### config.mk
export PLATFORM = sky130hd
export DESIGN_NAME = xp_classtag
export DESIGN_NICKNAME = d
export VERILOG_FILES = /design/src/rtl/xp_pkg.sv /design/src/rtl/xp_field_decode.sv /design/src/rtl/xp_tag_encode.sv /design/src/rtl/xp_exam_cc.sv /design/src/rtl/xp_tag_unpack.sv /design/src/rtl/xp_classtag.sv
export SDC_FILE = /design/constraint.sdc
export NUM_CORES = 1
export LEC_CHECK = 0
export BUFFER_PORTS_ARGS = -buffer_cell sky130_fd_sc_hd__buf_2
export CAP_MARGIN = 20
export CORE_AREA = 2 2 286 288
export CTS_BUF_LIST = sky130_fd_sc_hd__clkbuf_16
export DETAILED_ROUTE_END_ITERATION = 8
export DIE_AREA = 0 0 288 290
export GPL_TIMING_DRIVEN = 0
export HOLD_SLACK_MARGIN = 0.05
export SKIP_LAST_GASP = 1
export SLEW_MARGIN = 10
export SYNTH_ARGS = -nofsm -noshare
export SYNTH_HDL_FRONTEND = slang
export SYNTH_SLANG_ARGS = --single-unit
### constraint.sdc
create_clock -name clk -period 2 [get_ports clk]
set_clock_uncertainty 0.15 [all_clocks]
set_input_delay 0.2 -clock clk [delete_from_list [all_inputs] [get_ports clk]]
set_output_delay 0.2 -clock clk [all_outputs]
set_load 0.01 [all_outputs]
### src/rtl/xp_pkg.sv
package xp_pkg;
  typedef enum logic [1:0] {
    TAG_LIVE  = 2'd0,
    TAG_ZERO  = 2'd1,
    TAG_ODD   = 2'd2,
    TAG_EMPTY = 2'd3
  } xp_tag_e;

  typedef struct packed {
    logic sign;
    logic exp_max;
    logic exp_zero;
    logic sig_zero;
    logic sig_inf;
    logic int_bit;
  } xp_flags_t;

  localparam int CC_W = 16;
  localparam logic [CC_W-1:0] CC_C0 = 16'h0100;
  localparam logic [CC_W-1:0] CC_C1 = 16'h0200;
  localparam logic [CC_W-1:0] CC_C2 = 16'h0400;
  localparam logic [CC_W-1:0] CC_C3 = 16'h4000;
endpackage

### src/rtl/xp_field_decode.sv
module xp_field_decode
  import xp_pkg::*;
#(
  parameter int EXP_W = 15,
  parameter int MAN_W = 64
) (
  input  logic [EXP_W+MAN_W:0] val,
  output xp_flags_t            flags
);
  localparam int FP_W = EXP_W + MAN_W + 1;
  localparam logic [MAN_W-1:0] SIG_INF = {1'b1, {(MAN_W-1){1'b0}}};

  logic [EXP_W-1:0] expo;
  logic [MAN_W-1:0] sig;

  assign expo = val[MAN_W +: EXP_W];
  assign sig  = val[MAN_W-1:0];

  always_comb begin
    flags.sign     = val[FP_W-1];
    flags.exp_max  = &expo;
    flags.exp_zero = ~|expo;
    flags.sig_zero = ~|sig;
    flags.sig_inf  = (sig == SIG_INF);
    flags.int_bit  = sig[MAN_W-1];
  end
endmodule

### src/rtl/xp_tag_encode.sv
module xp_tag_encode
  import xp_pkg::*;
(
  input  xp_flags_t flags,
  input  logic      empty,
  output xp_tag_e   tag
);
  always_comb begin
    if (empty)
      tag = TAG_EMPTY;
    else if (flags.exp_zero && flags.sig_zero)
      tag = TAG_ZERO;
    else if (flags.exp_zero || flags.exp_max || !flags.int_bit)
      tag = TAG_ODD;
    else
      tag = TAG_LIVE;
  end
endmodule

### src/rtl/xp_exam_cc.sv
module xp_exam_cc
  import xp_pkg::*;
(
  input  xp_flags_t         flags,
  output logic [CC_W-1:0]   cc
);
  logic [CC_W-1:0] cls;

  always_comb begin
    if (flags.exp_max)
      cls = flags.sig_inf ? (CC_C2 | CC_C0) : CC_C0;
    else if (flags.exp_zero)
      cls = flags.sig_zero ? CC_C3 : (CC_C3 | CC_C2);
    else
      cls = CC_C2;
    cc = cls | (flags.sign ? CC_C1 : '0);
  end
endmodule

### src/rtl/xp_tag_unpack.sv
module xp_tag_unpack #(
  parameter int NREG = 8
) (
  input  logic [2*NREG-1:0] word_in,
  input  logic [NREG-1:0]   abr_in,
  output logic [NREG-1:0]   empty_w,
  output logic [NREG-1:0]   empty_b
);
  for (genvar g = 0; g < NREG; g++) begin : g_field
    assign empty_w[g] = &word_in[2*g +: 2];
    assign empty_b[g] = ~abr_in[g];
  end
endmodule

### src/rtl/xp_classtag.sv
module xp_classtag
  import xp_pkg::*;
#(
  parameter int NREG  = 8,
  parameter int EXP_W = 15,
  parameter int MAN_W = 64
) (
  input  logic                              clk,
  input  logic                              rst_n,
  input  logic                              in_valid,
  output logic                              in_ready,
  input  logic [NREG*(EXP_W+MAN_W+1)-1:0]   regs_flat,
  input  logic [NREG-1:0]                   empty_in,
  input  logic [$clog2(NREG)-1:0]           sel_in,
  input  logic [2*NREG-1:0]                 tagw_in,
  input  logic [NREG-1:0]                   tagb_in,
  output logic                              out_valid,
  input  logic                              out_ready,
  output logic [15:0]                       cc_word,
  output logic [1:0]                        sel_tag,
  output logic [2*NREG-1:0]                 tagw_out,
  output logic [NREG-1:0]                   tagb_out,
  output logic [NREG-1:0]                   empty_from_w,
  output logic [NREG-1:0]                   empty_from_b
);
  localparam int FP_W  = EXP_W + MAN_W + 1;
  localparam int TAG_W = 2 * NREG;

  xp_flags_t         flags [NREG];
  xp_tag_e           tags  [NREG];
  logic [TAG_W-1:0]  tagw_c;
  logic [NREG-1:0]   tagb_c;
  xp_flags_t         sel_flags;
  logic [CC_W-1:0]   cc_c;
  logic [NREG-1:0]   ew_c;
  logic [NREG-1:0]   eb_c;

  for (genvar g = 0; g < NREG; g++) begin : g_reg
    xp_field_decode #(.EXP_W(EXP_W), .MAN_W(MAN_W)) dec_i (
      .val   (regs_flat[g*FP_W +: FP_W]),
      .flags (flags[g])
    );
    xp_tag_encode enc_i (
      .flags (flags[g]),
      .empty (empty_in[g]),
      .tag   (tags[g])
    );
    assign tagw_c[2*g +: 2] = tags[g];
    assign tagb_c[g]        = ~empty_in[g];
  end

  assign sel_flags = flags[sel_in];

  xp_exam_cc exam_i (
    .flags (sel_flags),
    .cc    (cc_c)
  );

  xp_tag_unpack #(.NREG(NREG)) unpack_i (
    .word_in (tagw_in),
    .abr_in  (tagb_in),
    .empty_w (ew_c),
    .empty_b (eb_c)
  );

  assign in_ready = !out_valid || out_ready;

  always_ff @(posedge clk or negedge rst_n) begin
    if (!rst_n) begin
      out_valid    <= 1'b0;
      cc_word      <= '0;
      sel_tag      <= '0;
      tagw_out     <= '0;
      tagb_out     <= '0;
      empty_from_w <= '0;
      empty_from_b <= '0;
    end else if (in_ready) begin
      out_valid <= in_valid;
      if (in_valid) begin
        cc_word      <= cc_c;
        sel_tag      <= tags[sel_in];
        tagw_out     <= tagw_c;
        tagb_out     <= tagb_c;
        empty_from_w <= ew_c;
        empty_from_b <= eb_c;
      end
    end
  end
endmodule

Yosys cells after proc, flatten, opt, wreduce, memory -nomap -nowiden
Index checks and enable logic that the tools add are counted.
- flip-flop bits (word level): 59
- output and inout port bits: 60
- word-level logic and storage cells: 152
- magnitude comparators: 1
- equal/unequal tests: 8
- muxes and demuxes: 35
- bitwise operators: 18
- reductions and logical operators: 83
- operators with widths (cell ; count):
    == test 64 bit, second input constant ; 8
    OR reduction 64 bit ; 8
    AND reduction 15 bit ; 8
    OR reduction 15 bit ; 8
    two-way mux 2 bit ; 26
    two-way mux 16 bit ; 2
    logical NOT 1 bit ; 25
    two-way mux 11 bit ; 2
    binary-select mux 6 bit (select 3 bit) ; 1
    AND reduction 2 bit ; 9
    logical OR 1 bit ; 17
    inverter 1 bit ; 16
    bitwise OR 16 bit ; 1
    two-way mux 6 bit ; 2
    two-way mux 10 bit ; 1
    logical AND 1 bit ; 8
    binary-select mux 2 bit (select 3 bit) ; 1
    greater-or-equal comparator 4 bit, second input constant ; 1
    inverter 3 -> 4 bit ; 1

Depth between registers and ports, before layout
Gate-level depths: netlist of run 1.
- depth in word-level cells: 10
- mapped depth: 7
- mapped depth without buffers: 7

Hierarchy
A second synthesis of run 1 with hierarchy kept.
- cell total of the unflattened synthesis: 546
- area, all modules: 5096.1 µm²
- by module, submodules not included (module ; times used ; cells each ; area each (µm²) ; seq. area each (µm²)):
    xp_classtag ; 1 ; 168 ; 2730.1 ; 1476.4
    xp_field_decode ; 8 ; 38 ; 236.5 ; 0.0
    xp_tag_encode ; 8 ; 5 ; 32.5 ; 0.0
    xp_exam_cc ; 1 ; 18 ; 133.9 ; 0.0
    xp_tag_unpack ; 1 ; 16 ; 80.1 ; 0.0

Least setup slack after synthesis of run 1
Ideal clock, no wire load.
- path type: input -> register
- start: input port regs_flat[598]
- end: register cc_word[10]
- library setup time: 0.127 ns
- arrival: 1.765 ns
- required time: 1.723 ns
- path slack: -0.042 ns
- cell stages on the path: 7
- cell sequence: nor4_1 -> nand4_1 -> nor4_4 -> nand2b_1 -> mux4_2 -> a211oi_2 -> a211oi_1
- word-level cells in the longest chain between the ends: 9
- elaborated cells on any way between the ends: 11
- those cells by class: eq/ne: 1; mux: 7; bitwise: 1; reduce/logical: 2
- ends and longest elaborated chain (item ; RTL line ; RTL):
    from (decl) ; xp_classtag.sv:12 ; input logic [NREG*(EXP_W+MAN_W+1)-1:0] regs_flat,
    OR reduction 64 bit ; xp_field_decode.sv:23 ; flags.sig_zero = ~|sig;
    logical NOT 1 bit ; xp_field_decode.sv:23 ;
    binary-select mux 6 bit (select 3 bit) * ; xp_classtag.sv:52 ; assign sel_flags = flags[sel_in];
    two-way mux 6 bit (not written as such) * (2 in a row) ; xp_classtag.sv:52 ;
    two-way mux 11 bit ; xp_exam_cc.sv:13 ; cls = flags.sig_zero ? CC_C3 : (CC_C3 | CC_C2);
    two-way mux 16 bit ; xp_exam_cc.sv:12 ; else if (flags.exp_zero)
    two-way mux 16 bit * ; xp_exam_cc.sv:10 ; if (flags.exp_max)
    bitwise OR 16 bit * ; xp_exam_cc.sv:16 ; cc = cls | (flags.sign ? CC_C1 : '0);
    to (signal assigned) ; xp_classtag.sv:71 ; cc_word <= '0;
    to (signal assigned) ; xp_classtag.sv:80 ; cc_word <= cc_c;
    to (decl) ; xp_classtag.sv:19 ; output logic [15:0] cc_word,
Every way passes the cells marked *; elsewhere a longest branch is shown, timed or not. The select of a mux whose other input is x is not followed.
A chain may end at the register's enable or synchronous reset.

Worst setup path in the final report of run 1
- start: input port regs_flat[482]
- end: register cc_word[10]
Same word-level chain as after synthesis.

==> reports/metrics.cfg, run 1 <==
[status]
status=finished, violations left
violations=negative setup slack

[timing]
finalSetupViolCount=3
slew_headroom=0.538
rsz0062_at_grt=true
min_period_ns=2.20
fmax_mhz=455
slew_viol_final=0
min_period_over_period=1.10
timing.final.ws_setup_ns=-0.198
hold_viol_final=0
worst_pin_slew_ns=0.687
worst_hold_slack_ns=0.0468

[route]
viasPerCell=3.40
wl_per_cell_um=19.2
drc_errors=0
dr.pass1.iters=5
dr.first_iter.drc_count=331
vias=8202
antenna_left=0
routed_wl_um=46400

[floorplanning]
die_w_um=288
initial_core_util=0.0513
io_pins=739
die-area_sq_um=83500
rows=104
fp.dieH_um=290
core_area_sq_um=80200

[clocking]
cts_tree=built
cts-root-buf=clkbuf_16
cts.sinks=47
clk_pin_slew_ns=0.07
cts_buffer_depth=2
cts_max_level=2
numCtsBuffers=5
clkLatencyLatePin_ns=0.29

[grt]
grt_overflow_total=0
antenna_found_initial=50
grt_max_degree=28
track_usage=0.104
met1_usage=0.103
met3_usage=0.0297
grt_pass1_wl_um=58800
grt_use_met2=0.201
grt.busiest_layer=met2
grt_pass1_vias=8135

[placement]
place_area_sq_um=9290
portBuffers=724
dp_hpwl_um=42900
place_ws_ns=-1.66
dpl.cell_count=2337
gp_congestion=0.962

[yosys]
synth_top_family_by_area=simple AND/OR/NAND/NOR gates
synth_xor_area_frac=0
yosysWarnings=0
syn_area_sq_um=4120
ys_ff_latch=47
ys_types=40
synth_edf_count=0
avgSynthCellArea_sq_um=7.74
synthMuxAreaShare=0.0511
ys.flop_type=dfrtp_1
synth_cells=532
ys_seq_area_frac=0.286
synth-simple-area-share=0.545
synthAdderAreaFrac=0
synthArstFlopShare=1.00
synth_compound_area_frac=0.0809

[pwr]
leakagePower_nw=4.70
ir_worst_vdd_mv=0.493
powerDensity_nw_per_um2=353

[critical_path]
critPathSlowestCell=mux4_2
slowest_delay_ns=0.46
setup.worst_path.start_class=input port
required_ns=2.02
cp.arrival_ns=2.22
crit_path_max_fanout=4
crit_type=in -> reg
cp-end-kind=flip-flop
crit_chain=buf_2 -> nor4_4 -> nand4_1 -> nor4_4 -> buf_6 -> nand2b_1 -> mux4_2 -> a211oi_2 -> a211oi_2

[cells_and_area]
drive_above_1_share=0.629
final_util=0.129
areaGrowthSynthToFinish_pct=151
fin_area_sq_um=10300
stdcell_count=2412
fillCellCount=9306
nNetsFinal=2013

[flow_run]
cap_violations=0

[hold_path]
hold_class=in -> reg

-- repair_timing --
action                     CTS  global route
setup endpoints to repair   23            12
hold buffers                29             0
pin swaps                   25            17
buffers inserted            20             2
hold endpoints to repair    40             0
gates resized for setup     39            17
-- worst max-delay path, delay by kind of cell --
| kind | cells | cell delay (ns) |
|---|---|---|
| AO/OA/AOI/OAI | 2 | 0.27 |
| buffers and inverters | 2 | 0.31 |
| multiplexers | 1 | 0.46 |
| AND/OR/NAND/NOR | 4 | 0.98 |
-- path summary, 6_finish.rpt --
| check | slack (ns) | to | depth (start not counted) | startpoint |
|---|---|---|---|---|
| setup reg to reg | 0.19 | empty_from_w[0] | 5 | out_valid |
| hold / removal | 0.05 | tagb_out[2] | 2 | empty_in[2] |
| max in group asynchronous | 0.88 | tagw_out[15] | 3 | rst_n |
| hold reg to reg | 0.31 | empty_from_w[3] | 2 | empty_from_w[3] |
| setup / recovery | -0.20 | cc_word[10] | 9 | regs_flat[482] |
| min in group asynchronous | 0.29 | empty_from_b[1] | 2 | rst_n |
-- cells by family (layout without fill, tap and decap cells) --
group	Yosys count	count (layout)
muxes	11	11
and+or+nand+nor	388	388
other	1	29
AOI/OAI and AO/OA	57	57
DFF	47	47
buffers and inverters	28	820
-- per-stage QoR --
step           power [mW]  TNS, ns
6_report             3.64   -0.443
5_1_grt              3.85   -0.800
4_1_cts              3.68   -0.666
3_5_place_dp         2.59   -16.24
3_3_place_gp         2.56   -21.94
2_1_floorplan        1.48        0
-- area by class of cell --
class / count / area, sq um / share of cell area
repair buffers: 785 / 4210 / 0.408
clock buffers: 5 / 125 / 0.0121
inverters: 1 / 3.75 / 0.000364
multi-input cells: 468 / 3230 / 0.314
well taps: 1060 / 1330 / 0.129
diodes: 17 / 42.5 / 0.00413
plain buffers: 26 / 146 / 0.0142
clock inverters: 3 / 47.5 / 0.00461
flip-flops and latches: 47 / 1180 / 0.114
-- cells in the final DEF (no fill, tap or decap), types with 12 or more instances in the layout --
cell type and instances:
buf_2 724, buf_4 34, conb_1 12, dfrtp_1 47, diode_2 17, dlygate4sd3_1 29, nand2_1 73, nand3_1 21
nand4_1 66, nor2_1 18, nor3_1 21, nor4_1 117, nor4_2 26, nor4_4 17, o21ai_0 19
-- per-layer routing --
metal  wire, um  vias up  share of wire
met2      24300      579           0.52
met1      16000     3690           0.34
met4       1840       20          0.040
met5        132        -         0.0028
li1           -     3818              -
met3       4190       95          0.090
-- Yosys cell counts (all sizes together) (2+ instances only) --
| library cell | number | area (sq um) |
|---|---|---|
| a21oi | 14 | 70.1 |
| dfrtp | 47 | 1180 |
| buf | 13 | 93.8 |
| nand3 | 21 | 105 |
| mux4 | 8 | 180 |
| nor4bb | 2 | 20.0 |
| nor2 | 18 | 67.6 |
| nand2b | 9 | 56.3 |
| o211ai | 3 | 22.5 |
| nand3b | 5 | 37.5 |
| a221oi | 2 | 17.5 |
| mux2i | 3 | 30.0 |
| nor4b | 2 | 17.5 |
| nor3 | 22 | 110 |
| nor3b | 2 | 15.0 |
| o21ai | 27 | 135 |
| a211oi | 3 | 27.5 |
| nand4 | 66 | 413 |
| nor4 | 160 | 1070 |
| a31oi | 3 | 18.8 |
| nor2b | 3 | 18.8 |
| clkbuf | 14 | 52.6 |
| nand2 | 73 | 274 |
-- flip-flops by register name, indices dropped and copies added (netlist names) --
signal	count
empty_from_w	8
sel_tag	2
out_valid	1
tagw_out	16
tagb_out	8
empty_from_b	8
cc_word	4
-- report_power, final --
group          internal [mW]  leakage (nW)  switching, mW  total (mW)
logic                  0.759          4.04          0.770        1.53
registers               1.06         0.575         0.0537        1.12
clock network          0.597        0.0845          0.397       0.994
(Power assumes the default switching activity.)
==> run 2, diff against run 1 <==
Settings changed: CORE_AREA 2 2 286 288 to 2 2 288 290, DIE_AREA 0 0 288 290 to 0 0 290 292, SYNTH_HIERARCHICAL from default to 1.
Clock period 2 ns to 2.33 ns, I/O delays scaled along.
==> reports/metrics.cfg, run 2 <==
[critical_path]
crit_type=in -> reg
cp.arrival_ns=2.70  ; +0.48 ns
reg2reg_depth=5  ; unchanged
cp-end-kind=flip-flop
required_ns=2.39  ; +0.37 ns
setup.worst_path.start_class=input port
crit_path_max_fanout=2  ; -2

[pwr]
power_mw=4.04  ; +11%
seq_power_share=0.304  ; -0.003
leakagePower_nw=5.20  ; +11%
p_int_mw=2.77  ; +14%
power_switching_mw=1.27  ; +4.1%
combPwrFrac=0.352  ; -0.068
pwr-share-clk=0.344  ; +0.071
switching_share=0.314  ; -0.0208
ir_worst_vdd_mv=0.268  ; -46%
powerDensity_nw_per_um2=354  ; +0.28%

[clocking]
cts-root-buf=clkbuf_16
cts.sinks=59  ; +26%
clk_pin_slew_ns=0.05  ; -0.02 ns
clkLatencyLatePin_ns=0.33  ; +0.04 ns
cts_tree=built
cts_max_level=3  ; +1
cts_buffer_depth=2  ; unchanged
numCtsBuffers=9  ; +4

[placement]
dp_hpwl_um=40700  ; -5.2%
gp_congestion=0.948  ; -1.4%
place_ws_ns=-1.57  ; +0.0866 ns
place_area_sq_um=10200  ; +10%
portBuffers=728  ; +0.55%
dpl.cell_count=2359  ; +0.94%

[timing]
fmax_mhz=379
worst_pin_slew_ns=0.938  ; +0.251 ns
timing.final.ws_setup_ns=-0.312  ; -0.113 ns
hold_viol_final=0  ; unchanged
slew_viol_final=0  ; unchanged
min_period_ns=2.64
finalSetupViolCount=3  ; unchanged
slew_headroom=0.369  ; -0.169
fin_setup_tns_ns=-0.648  ; -0.205 ns
min_period_over_period=1.13
rsz0062_at_grt=true
worst_hold_slack_ns=0.0646  ; +0.0178 ns

[route]
antenna_left=0  ; unchanged
wl_per_cell_um=18.2  ; -5.6%
routed_wl_um=44100  ; -4.9%
dr.first_iter.drc_count=396  ; +20%
vias=8063  ; -1.7%
viasPerCell=3.32  ; -2.4%
drc_errors=0  ; unchanged
dr.pass1.iters=4  ; -1

[grt]
grt_max_degree=42  ; +50%
antenna_found_initial=46  ; -8.0%
grt_overflow_total=0  ; unchanged
grt_pass1_wl_um=58700  ; -0.14%
track_usage=0.0991  ; -0.00448
grt_pass1_vias=7979  ; -1.9%

[yosys]
yosysWarnings=6  ; +6
syn_area_sq_um=5040  ; +22%
synth_cells=543  ; +2.1%
avgSynthCellArea_sq_um=9.27  ; +20%

[cells_and_area]
layout_common_cells=731 x buf_2, 103 x nor4_1, 59 x dfrtp_1
layout_commonest_cell=buf_2
areaGrowthSynthToFinish_pct=127
drive_above_1_share=0.712  ; +0.0830
largestRegisters=cc_word x16, tagw_out x16
fin_area_sq_um=11400  ; +11%
nNetsFinal=2012  ; -0.050%
stdcell_count=2430  ; +0.75%
final_util=0.140  ; +0.0112
fillCellCount=9322  ; +0.17%

[floorplanning]
initial_core_util=0.0617  ; +0.0104
die-area_sq_um=84700  ; +1.4%
io_pins=739  ; unchanged
core_area_sq_um=81600  ; +1.8%
fp.dieH_um=292  ; +0.69%
rows=105  ; +0.96%
die_w_um=290  ; +0.69%

[status]
violations=negative setup slack
status=finished, violations left

[hold_path]
hold_class=in -> reg
holdPathStages=3  ; +1

[flow_run]
cap_violations=0  ; unchanged

## run 2: metal layers
layer | track usage | wire [um] | vias up
met1 | 0.116 | 17000 | 3651
met4 | 0.0269 | 1480 | 12
met3 | 0.0265 | 4010 | 85
li1 | - | - | 3796
met2 | 0.177 | 21600 | 519
met5 | 0 | 74 | -
## run 2: power by group through the flow
| stage | logic (mW) | clock network [mW] | registers (mW) |
|---|---|---|---|
| floorplan | 0.340 | 0 | 1.32 |
| global placement | 1.33 | 0 | 1.24 |
| detailed placement | 1.35 | 0 | 1.25 |
| CTS | 1.42 | 1.43 | 1.23 |
| global route | 1.55 | 1.47 | 1.25 |
| finish | 1.42 | 1.39 | 1.23 |
## run 2: final cells by class
type | instances | area (sq um) | area share
timing repair buffer | 768 | 4040 | 0.354
multi-input combinational | 421 | 3780 | 0.331
sequential | 59 | 1480 | 0.129
tap | 1070 | 1340 | 0.117
buffer | 40 | 292 | 0.0256
clock buffer | 9 | 225 | 0.0197
inverter | 34 | 128 | 0.0112
clock inverter | 7 | 75.1 | 0.00658
antenna | 22 | 55.1 | 0.00483
## run 2: worst paths after layout
kind / slack (ns) / end / start
setup / recovery: -0.31 / cc_word[10] / regs_flat[560]
max in group asynchronous: 1.32 / tagw_out[8] / rst_n
setup reg to reg: 0.55 / tagw_out[13] / out_valid
hold reg to reg: 0.35 / empty_from_b[2] / empty_from_b[2]
min in group asynchronous: 0.20 / cc_word[14] / rst_n
hold / removal: 0.06 / empty_from_b[3] / tagb_in[3]
## run 2: repair_timing
item                                    in CTS  in global routing
setup buffers                               12                  4
hold endpoints to repair                    75                  0
gates resized for setup                     72                 22
pin swaps                                   20                  7
endpoints found under the setup margin      17                  7
hold buffers                                17                  0
## run 2: worst max-delay path, cell delays in order
cell	delay, ns
buf_2	0.11
or4_1	0.51
nor2_1	0.17
nand3_1	0.18
nor4_4	0.42
mux4_2	0.35
mux2_4	0.16
nand2_1	0.05
mux2_4	0.27
mux2_2	0.25
==> run 3, diff against run 2 <==
Settings changed: PLACE_DENSITY_LB_ADDON from default to 0.12.
==> reports/metrics.cfg, run 3 (synthesized netlist as in run 2, its figures left out) <==
[floorplanning]
core_area_sq_um=81600  ; unchanged
io_pins=739  ; unchanged
initial_core_util=0.0617  ; unchanged
die-area_sq_um=84700  ; unchanged
die_w_um=290  ; unchanged
fp.dieH_um=292  ; unchanged
rows=105  ; unchanged

[grt]
grt_pass1_vias=8357  ; +4.7%
grt_max_degree=48  ; +14%
track_usage=0.105  ; +0.00628
grt_overflow_total=0  ; unchanged
grt_pass1_wl_um=62600  ; +6.7%
antenna_found_initial=8  ; -83%

[placement]
portBuffers=728  ; unchanged
dp_hpwl_um=42200  ; +3.8%
place_ws_ns=-1.19  ; +0.384 ns
gp_congestion=0.931  ; -1.7%

[timing]
worst_pin_slew_ns=0.799  ; -0.139 ns
timing.final.ws_setup_ns=-0.190  ; +0.122 ns
slew_viol_final=0  ; unchanged
min_period_ns=2.52  ; -0.122 ns
slew_headroom=0.463  ; +0.0938
min_period_over_period=1.08  ; -0.0522
hold_viol_final=0  ; unchanged
fmax_mhz=397  ; +4.8%
rsz0062_at_grt=true
finalSetupViolCount=3  ; unchanged

[clocking]
clk_pin_slew_ns=0.07  ; +0.02 ns
cts_tree=built
clkLatencyLatePin_ns=0.37  ; +0.04 ns
numCtsBuffers=9  ; unchanged
cts_buffer_depth=2  ; unchanged
cts_max_level=3  ; unchanged
cts-root-buf=clkbuf_16
cts.sinks=59  ; unchanged

[pwr]
combPwrFrac=0.360  ; +0.008
switching_share=0.330  ; +0.0161
p_int_mw=2.83  ; +2.2%
leakagePower_nw=5.35  ; +2.9%
ir_worst_vdd_mv=0.328  ; +22%
power_switching_mw=1.40  ; +10%
powerDensity_nw_per_um2=357  ; +0.77%
pwr-share-clk=0.350  ; +0.006
seq_power_share=0.290  ; -0.014
power_mw=4.23  ; +4.7%

[route]
routed_wl_um=46500  ; +5.3%
vias=7818  ; -3.0%
drc_errors=0  ; unchanged
dr.pass1.iters=4  ; unchanged
antenna_left=0  ; unchanged
dr.first_iter.drc_count=196  ; -51%
wl_per_cell_um=19.1  ; +5.1%
viasPerCell=3.21  ; -3.2%

[critical_path]
cp.arrival_ns=2.63  ; -0.07 ns
crit_path_max_fanout=3  ; +1
cp-end-kind=flip-flop
required_ns=2.44  ; +0.05 ns
slowest_delay_ns=0.43  ; -0.08 ns
reg2reg_depth=5  ; unchanged
crit_type=in -> reg
setup.worst_path.start_class=input port
crit_chain=buf_2 -> nor4_2 -> nand3_1 -> or3_4 -> nor4_4 -> buf_4 -> mux4_2 -> mux2_4 -> nand2_2 -> mux2_4 -> mux2_4
critPathMostFrequentCell=mux2_4
critPathSlowestCell=or3_4

[cells_and_area]
drive_above_1_share=0.726  ; +0.0139
multi_input_area_sq_um=3980  ; +5.2%
final_util=0.145  ; +0.00544
layout_commonest_cell=buf_2
largestRegisters=cc_word x16, tagw_out x16
areaGrowthSynthToFinish_pct=135
fillCellCount=9387  ; +0.70%
layout_common_cells=721 x buf_2, 95 x nor4_1, 59 x dfrtp_1
seqCellArea_sq_um=1480  ; unchanged
nNetsFinal=2036  ; +1.2%

[hold_path]
hold_class=in -> async

[status]
violations=negative setup slack
status=finished, violations left

[flow_run]
cap_violations=0  ; unchanged

==> run 3: cell count changes in the layout (fill, tap and decap cells not counted), moves of 5 or more <==
cell	previous run	this run
mux2i_4	0	5
mux2i_1	17	10
dlygate4sd3_1	17	35
or4_4	2	7
nor4_1	103	95
or4_1	14	9
nand2_1	20	14
buf_6	9	18
buf_2	731	721
diode_2	22	2
buf_4	49	55
nor4_2	28	38
==> run 3: path summary, 6_finish.rpt <==
path	start	end	slack, ns
min reg2reg	empty_from_w[0]	empty_from_w[0]	0.35
max	regs_flat[217]	cc_word[10]	-0.19
max reg2reg	out_valid	tagw_out[10]	0.40
max in group asynchronous	rst_n	cc_word[15]	1.34
min in group clk	sel_in[1]	sel_tag[1]	0.32
min	rst_n	empty_from_b[0]	0.11
==> run 3: timing repair <==
action	in CTS	in global routing
setup endpoints to repair	10	3
resized for setup	85	63
buffers inserted	14	10
endpoints found under the hold margin	84	0
hold buffers	35	0
pin swaps	30	45
==> run 3: power by group through the flow <==
stage | clock network [mW] | registers (mW) | logic, mW
6_report | 1.48 | 1.23 | 1.52
5_1_grt | 1.63 | 1.25 | 1.67
4_1_cts | 1.60 | 1.23 | 1.51
3_5_place_dp | 0 | 1.25 | 1.39
3_3_place_gp | 0 | 1.24 | 1.38
2_1_floorplan | 0 | 1.32 | 0.340
==> run 3: worst max-delay path: cells and delay by family <==
| kind | cells | cell delay, ns |
|---|---|---|
| muxes | 4 | 0.97 |
| and+or+nand+nor | 5 | 1.11 |
| buffers and inverters | 2 | 0.31 |
==> run 3: area by class of cell <==
type / instances / area share
clock inverters: 7 / 0.00707
inverters: 34 / 0.0108
diodes: 2 / 0.000422
repair buffers: 792 / 0.365
multi-input cells: 421 / 0.336
plain buffers: 40 / 0.0246
flip-flops and latches: 59 / 0.125
clock buffers: 9 / 0.0190
well taps: 1070 / 0.113
==> run 3: routing by layer <==
| metal | up-vias | routed length (um) | GRT usage |
|---|---|---|---|
| met1 | 3679 | 19800 | 0.129 |
| met3 | 36 | 2490 | 0.0295 |
| met2 | 285 | 23800 | 0.187 |
| li1 | 3812 | - | - |
| met4 | 6 | 328 | 0.0121 |
| met5 | - | 44 | 0 |
==> run 3: per-stage QoR <==
stage | setup TNS, ns | hold slack (ns) | instance area, sq um | instances
6_report | -0.269 | 0.113 | 11900 | 2434
5_1_grt | -0.612 | 0.120 | 11900 | 2433
4_1_cts | -0.447 | 0.0812 | 11400 | 2422
3_5_place_dp | -10.06 | -0.0356 | 10200 | 2357
3_3_place_gp | -10.80 | 0.298 | 10100 | 2352
2_1_floorplan | -0.156 | -0.213 | 5130 | 554
